[src/rtl/pulse_pair_counter.sv]
module pulse_pair_counter #(
  parameter int WIDTH  = 32,
  parameter int TC_LEN = 12,
  localparam int TCW   = $clog2(TC_LEN + 1)
) (
  input  logic             clk,
  input  logic             rst,
  input  logic             inc_in,
  input  logic             dec_in,
  input  logic             idx_in,
  input  logic [WIDTH-1:0] preload,
  input  logic [1:0]       reload_state,
  input  logic             edge_reload,
  output logic [WIDTH-1:0] count,
  output logic             tc_pulse
);

  logic a_q, b_q, z_q;
  logic [TCW-1:0] tc_cnt;
  logic a_edge, b_edge, z_edge, level_hit, reload, up, down, hit_zero;
  logic [WIDTH-1:0] stepped;

  assign a_edge    = inc_in & ~a_q;
  assign b_edge    = dec_in & ~b_q;
  assign z_edge    = idx_in & ~z_q;
  assign level_hit = idx_in && ({inc_in, dec_in} == reload_state);
  assign reload    = edge_reload ? z_edge : level_hit;
  assign up        = a_edge & ~b_edge;
  assign down      = b_edge & ~a_edge;
  assign stepped   = up ? count + 1'b1 : count - 1'b1;
  assign hit_zero  = !reload && (up || down) && (stepped == '0);
  assign tc_pulse  = (tc_cnt != '0);

  always_ff @(posedge clk) begin
    if (rst) begin
      a_q    <= 1'b0;
      b_q    <= 1'b0;
      z_q    <= 1'b0;
      count  <= preload;
      tc_cnt <= '0;
    end else begin
      a_q <= inc_in;
      b_q <= dec_in;
      z_q <= idx_in;
      if (reload)
        count <= preload;
      else if (up || down)
        count <= stepped;
      if (hit_zero)
        tc_cnt <= TCW'(TC_LEN);
      else if (tc_pulse)
        tc_cnt <= tc_cnt - 1'b1;
    end
  end

endmodule

[config.mk]
export PLATFORM = sky130hd
export DESIGN_NAME = pulse_pair_counter
export DESIGN_NICKNAME = d
export VERILOG_FILES = /design/src/rtl/pulse_pair_counter.sv
export SDC_FILE = /design/constraint.sdc
export NUM_CORES = 1
export LEC_CHECK = 0
export BUFFER_PORTS_ARGS = -buffer_cell sky130_fd_sc_hd__buf_2
export CAP_MARGIN = 10
export CORE_ASPECT_RATIO = 1.5
export CORE_UTILIZATION = 50
export CTS_CLUSTER_SIZE = 40
export DETAILED_ROUTE_END_ITERATION = 6
export PLACE_DENSITY = 0.74
export SLEW_MARGIN = 20
export SYNTH_ARGS = -nofsm -noshare
export SYNTH_HDL_FRONTEND = slang
export SYNTH_SLANG_ARGS = --single-unit
[constraint.sdc]
create_clock -name clk -period 7.08 [get_ports clk]
set_input_delay 1.416 -clock clk [delete_from_list [all_inputs] [get_ports clk]]
set_output_delay 1.416 -clock clk [all_outputs]
set_load 0.02 [all_outputs]
# Yosys cells after proc, flatten, opt, wreduce, memory -nomap -nowiden
# Index checks and enable logic that the tools add are counted.
# classes
mux	7
n_addsub	3
eq_ne	1
reduce_logical	10
bitwise_logic	10
# op_table
cell	n
two-way mux 32 bit	4
adder 32 x 1 -> 32 bit (second input constant)	1
zero test 32 bit	1
subtractor 32 x 1 -> 32 bit (second input constant)	1
two-way mux 4 bit	2
bitwise AND 1 bit	5
NOT 1 bit	5
nonzero test 4 bit	1
subtractor 4 x 1 -> 4 bit (second input constant)	1
logical AND 1 bit	3
nonzero test 3 bit	1
equality test 2 bit	1
nonzero test 2 bit	1
OR reduction 2 bit	1
zero test 1 bit	1
logical OR 1 bit	1
two-way mux 1 bit	1
# totals
inputBits	40
out_inout_bits	33
elab_cells	37
regBits	39

# Depth between registers and ports, before layout
# logic_depth
depth_word	8
ltp_mapped	14
mapped_depth_nobuf	13

# Worst setup path before layout
# OpenSTA, ideal clock, no wires.
# synth_path
path_type	input-to-reg
start	input port inc_in
end	register tc_cnt[1]
required_ns	6.951
path_slack_ns	2.419
arrival_time_ns	4.531
n_path_buf	1
stages	14
path_cell_list	nor2b_1 -> ha_1 -> inv_1 -> ha_1 -> buf_2 -> a21oi_1 -> o21ai_0 -> nor4_2 -> a2111oi_2 -> nor2_2 -> nor4b_1 -> nor3_2 -> nor4_2 -> nor3_1
# synth_via
elab_chain_cells	7
word_cells_on_any_way	14
cone_classes	1 x eq/ne; 2 x mux; 4 x bitwise; 7 x reduce/logical
# synth_lines
element	line_no	rtl
start: declaration	8	input logic inc_in,
parallel branches: the longest is 5 deep, another holds two-way mux 32 bit	--	
logical AND 1 bit (*)	31	assign hit_zero = !reload && (up || down) && (stepped == '0);
OR reduction 2 bit (no line) (*)	--	
end signal: assignment	50	tc_cnt <= TCW'(TC_LEN);
end signal: assignment	52	tc_cnt <= tc_cnt - 1'b1;
end: declaration	19	logic [TCW-1:0] tc_cnt;
# Every way passes the cells marked *.
# A chain may end at the register's enable or synchronous reset.

# Final worst setup path
# layout_path
start	input port inc_in
end	register tc_cnt[2]
# layout_via
elab_chain_cells	7
word_cells_on_any_way	15
cone_classes	1 x eq/ne; 3 x mux; 4 x bitwise; 7 x reduce/logical
# layout_lines
element	line_no
parallel branches: the longest is 5 deep, another holds two-way mux 32 bit	--
logical AND 1 bit (*)	31
two-way mux 4 bit / nonzero test 2 bit (equally long branches)	--
# Marked as above.

==> out/results.ini <==
[drt]
first_iter_violations = 234
ant_nets = 0
viasPerCell = 5.94
wl_per_cell_um = 16.8
drcViolationCount = 0
firstDrtPassIters = 4
num_vias = 3697
drt_wl_total_um = 10400

[clocking]
cts_tree = done
htree_levels = 2
clock_path_buffers = 2
root_buffer = clkbuf_8
cts.clk_slew.worst_paths_ps = 90
cts_buffers = 5
cts.repair.resized = 0
cts_sinks = 39
clk_latency_ps = 310
hold_buffers = 0
post_cts_buffers = 0

[placed_design]
port-buffer-count = 72
place_hpwl_um = 8050
place_congestion = 0.935

[power_and_ir_drop]
ir_worst_vdd_uv = 170
p_per_area_nw_per_um2 = 369
leakagePower_nw = 1.86

[synthesis]
synthesis.instances = 460
ys_async_sr_fraction_pct = 0
avgSynthCellArea_um2 = 8.37
ys_types = 72
synth_nets = 538
ys_seq_area_share_pct = 28.6
synth-seq-cells = 39
ys.flop_type = edfxtp_1
syn_area_um2 = 3850
yosys_warnings = 0
synth-edff-count = 32

[critical_path]
start_kind = input pin
rrSetupSlack_ps = 2850
cp-end-kind = flop
required_ps = 7270
rr_endpoint = tc_cnt[2]
cp_max_fo = 28
reg2reg_from = b_q
critPathKind = in2reg
crit_arrival_ps = 5350
ff2ff_path_depth = 13

[floorplanning]
die_w_um = 73.7
initial_core_util_pct = 52.6
fp-row-count = 38
die-height_um = 110
io_pins = 73
die_area_um2 = 8070
core_um2 = 7320

[cells_and_area]
layout_common_cells = buf_2 (72), nand2_1 (62), a21oi_1 (40)
final_util_pct = 59.6
nets = 599
layout_commonest_cell = buf_2
final_layout_size_suffix_gt1_share_pct = 20.3
syn2layout_area_growth_pct = 13.3
final.fill_count = 699
n_antenna_cell = 0

[sta]
fmax_mhz = 194
tightest_slew_ps = 1020
period_share_pct = 72.9
skew_ps = 14.7
finalSetupTns_ps = 0
hold_viol = 0
slew_violations = 0
min_period_ps = 5160
maxSlewHeadroom_pct = 31.7
setup_viol = 0
rsz0062_at_grt = false

[status]
outcome = finished, final reports clean

[global_routing]
grt_pass1_vias = 3551
antenna_found_initial = 0
grt_max_degree = 55
overflow = 0
globalRouteTotalUtil_pct = 27.3
grt_pass1_wl_um = 16700

[flow_run]
cap_violations = 0

[worst_hold_path]
min_from = tc_cnt[1]
hp-class = reg2reg
min_to = tc_cnt[1]
hold_depth = 2

logic make-up after synthesis:
group                    share of synthesized area (%)
AND/OR/NAND/NOR                                   21.4
multiplexers                                      1.43
flip-flops                                        28.6
XOR/XNOR                                          5.46
buffers and inverters                             4.16
AO/OA/AOI/OAI                                     26.4
adder cells (fa/ha/maj)                           12.5
cell usage after synthesis (3+ instances only):
cell | instances | area share, %
nand2_1 | 62 | 6.0
a21oi_1 | 40 | 5.2
o21ai_0 | 39 | 5.1
ha_1 | 37 | 12
edfxtp_1 | 32 | 25
nor2_1 | 27 | 2.6
inv_1 | 17 | 1.7
nand4_1 | 12 | 1.9
xnor2_1 | 12 | 2.7
xor2_1 | 12 | 2.7
buf_2 | 11 | 1.4
o211ai_1 | 10 | 1.9
a21o_1 | 8 | 1.6
clkbuf_1 | 8 | 0.78
nor2b_1 | 8 | 1.3
o21a_1 | 8 | 1.6
dfxtp_1 | 7 | 3.6
nor3_1 | 7 | 0.91
o21ai_1 | 7 | 0.91
nand3_1 | 6 | 0.78
a211oi_1 | 5 | 0.97
and2_1 | 4 | 0.65
mux2_2 | 4 | 1.2
nand2b_1 | 4 | 0.65
o31ai_1 | 4 | 0.78
or3_1 | 4 | 0.65
a21boi_0 | 3 | 0.58
and3_1 | 3 | 0.49
and3b_1 | 3 | 0.68
nor3b_1 | 3 | 0.58
registers in the layout, summed over array words and instances (netlist names):
name,cells
b_q,1
a_q,1
tc_cnt,4
z_q,1
count,32
stage by stage:
stage	cell area [µm²]	hold WS, ps	setup WS [ps]	std cells	power (mW)
final	4360	549	1920	622	1.61
after global routing	4360	586	1670	622	1.73
after CTS	4360	553	1940	622	1.60
after detailed placement	4260	538	1660	614	1.42
after global placement	4260	526	1740	614	1.40
after floorplan	3850	500	2420	460	1.16
power breakdown:
part | leakage, nW | total [mW] | switching (mW) | internal (mW)
clock | 0.0515 | 0.178 | 0.0884 | 0.0892
combinational | 1.41 | 1.06 | 0.667 | 0.397
sequential | 0.392 | 0.370 | 0.0407 | 0.329
area by class of cell:
cell class | count | area, µm² | share of cell area [%]
Timing Repair Buffer | 74 | 375 | 8.60
Clock buffer | 8 | 100 | 2.29
Tap cell | 100 | 125 | 2.87
Sequential cell | 39 | 1100 | 25.2
Inverter | 18 | 67.6 | 1.55
Multi-Input combinational cell | 383 | 2590 | 59.4
routing by layer:
layer  global-route usage, %  wire length (µm)  up-vias  share of wire (%)
met5                       0                 0        -                  0
met4                    10.4               213        0                2.0
met3                    3.67               483       18                4.6
li1                        -                 -     1841                  -
met2                    49.3              5440      109                 52
met1                    32.1              4310     1729                 41
worst max-delay path by stage:
stage	start	slack, ps	end
global route	inc_in	1670	tc_cnt[2]
CTS	inc_in	1940	tc_cnt[2]
floorplan	inc_in	2420	tc_cnt[1]
finish	inc_in	1920	tc_cnt[2]
detailed placement	inc_in	1660	tc_cnt[2]
global placement	inc_in	1740	count[28]
critical path, cell delays in order:
cell and delay [ps]:
buf_2 110, nor2b_1 120, ha_1 230, inv_1 750, ha_1 440, nor2_1 110, a211oi_2 350, o21bai_2 170
a2111oi_2 590, nor2_2 150, nor4b_1 190, nor3_2 350, nor2_1 100, a41o_1 250
Power figures use the tool's default switching activity.
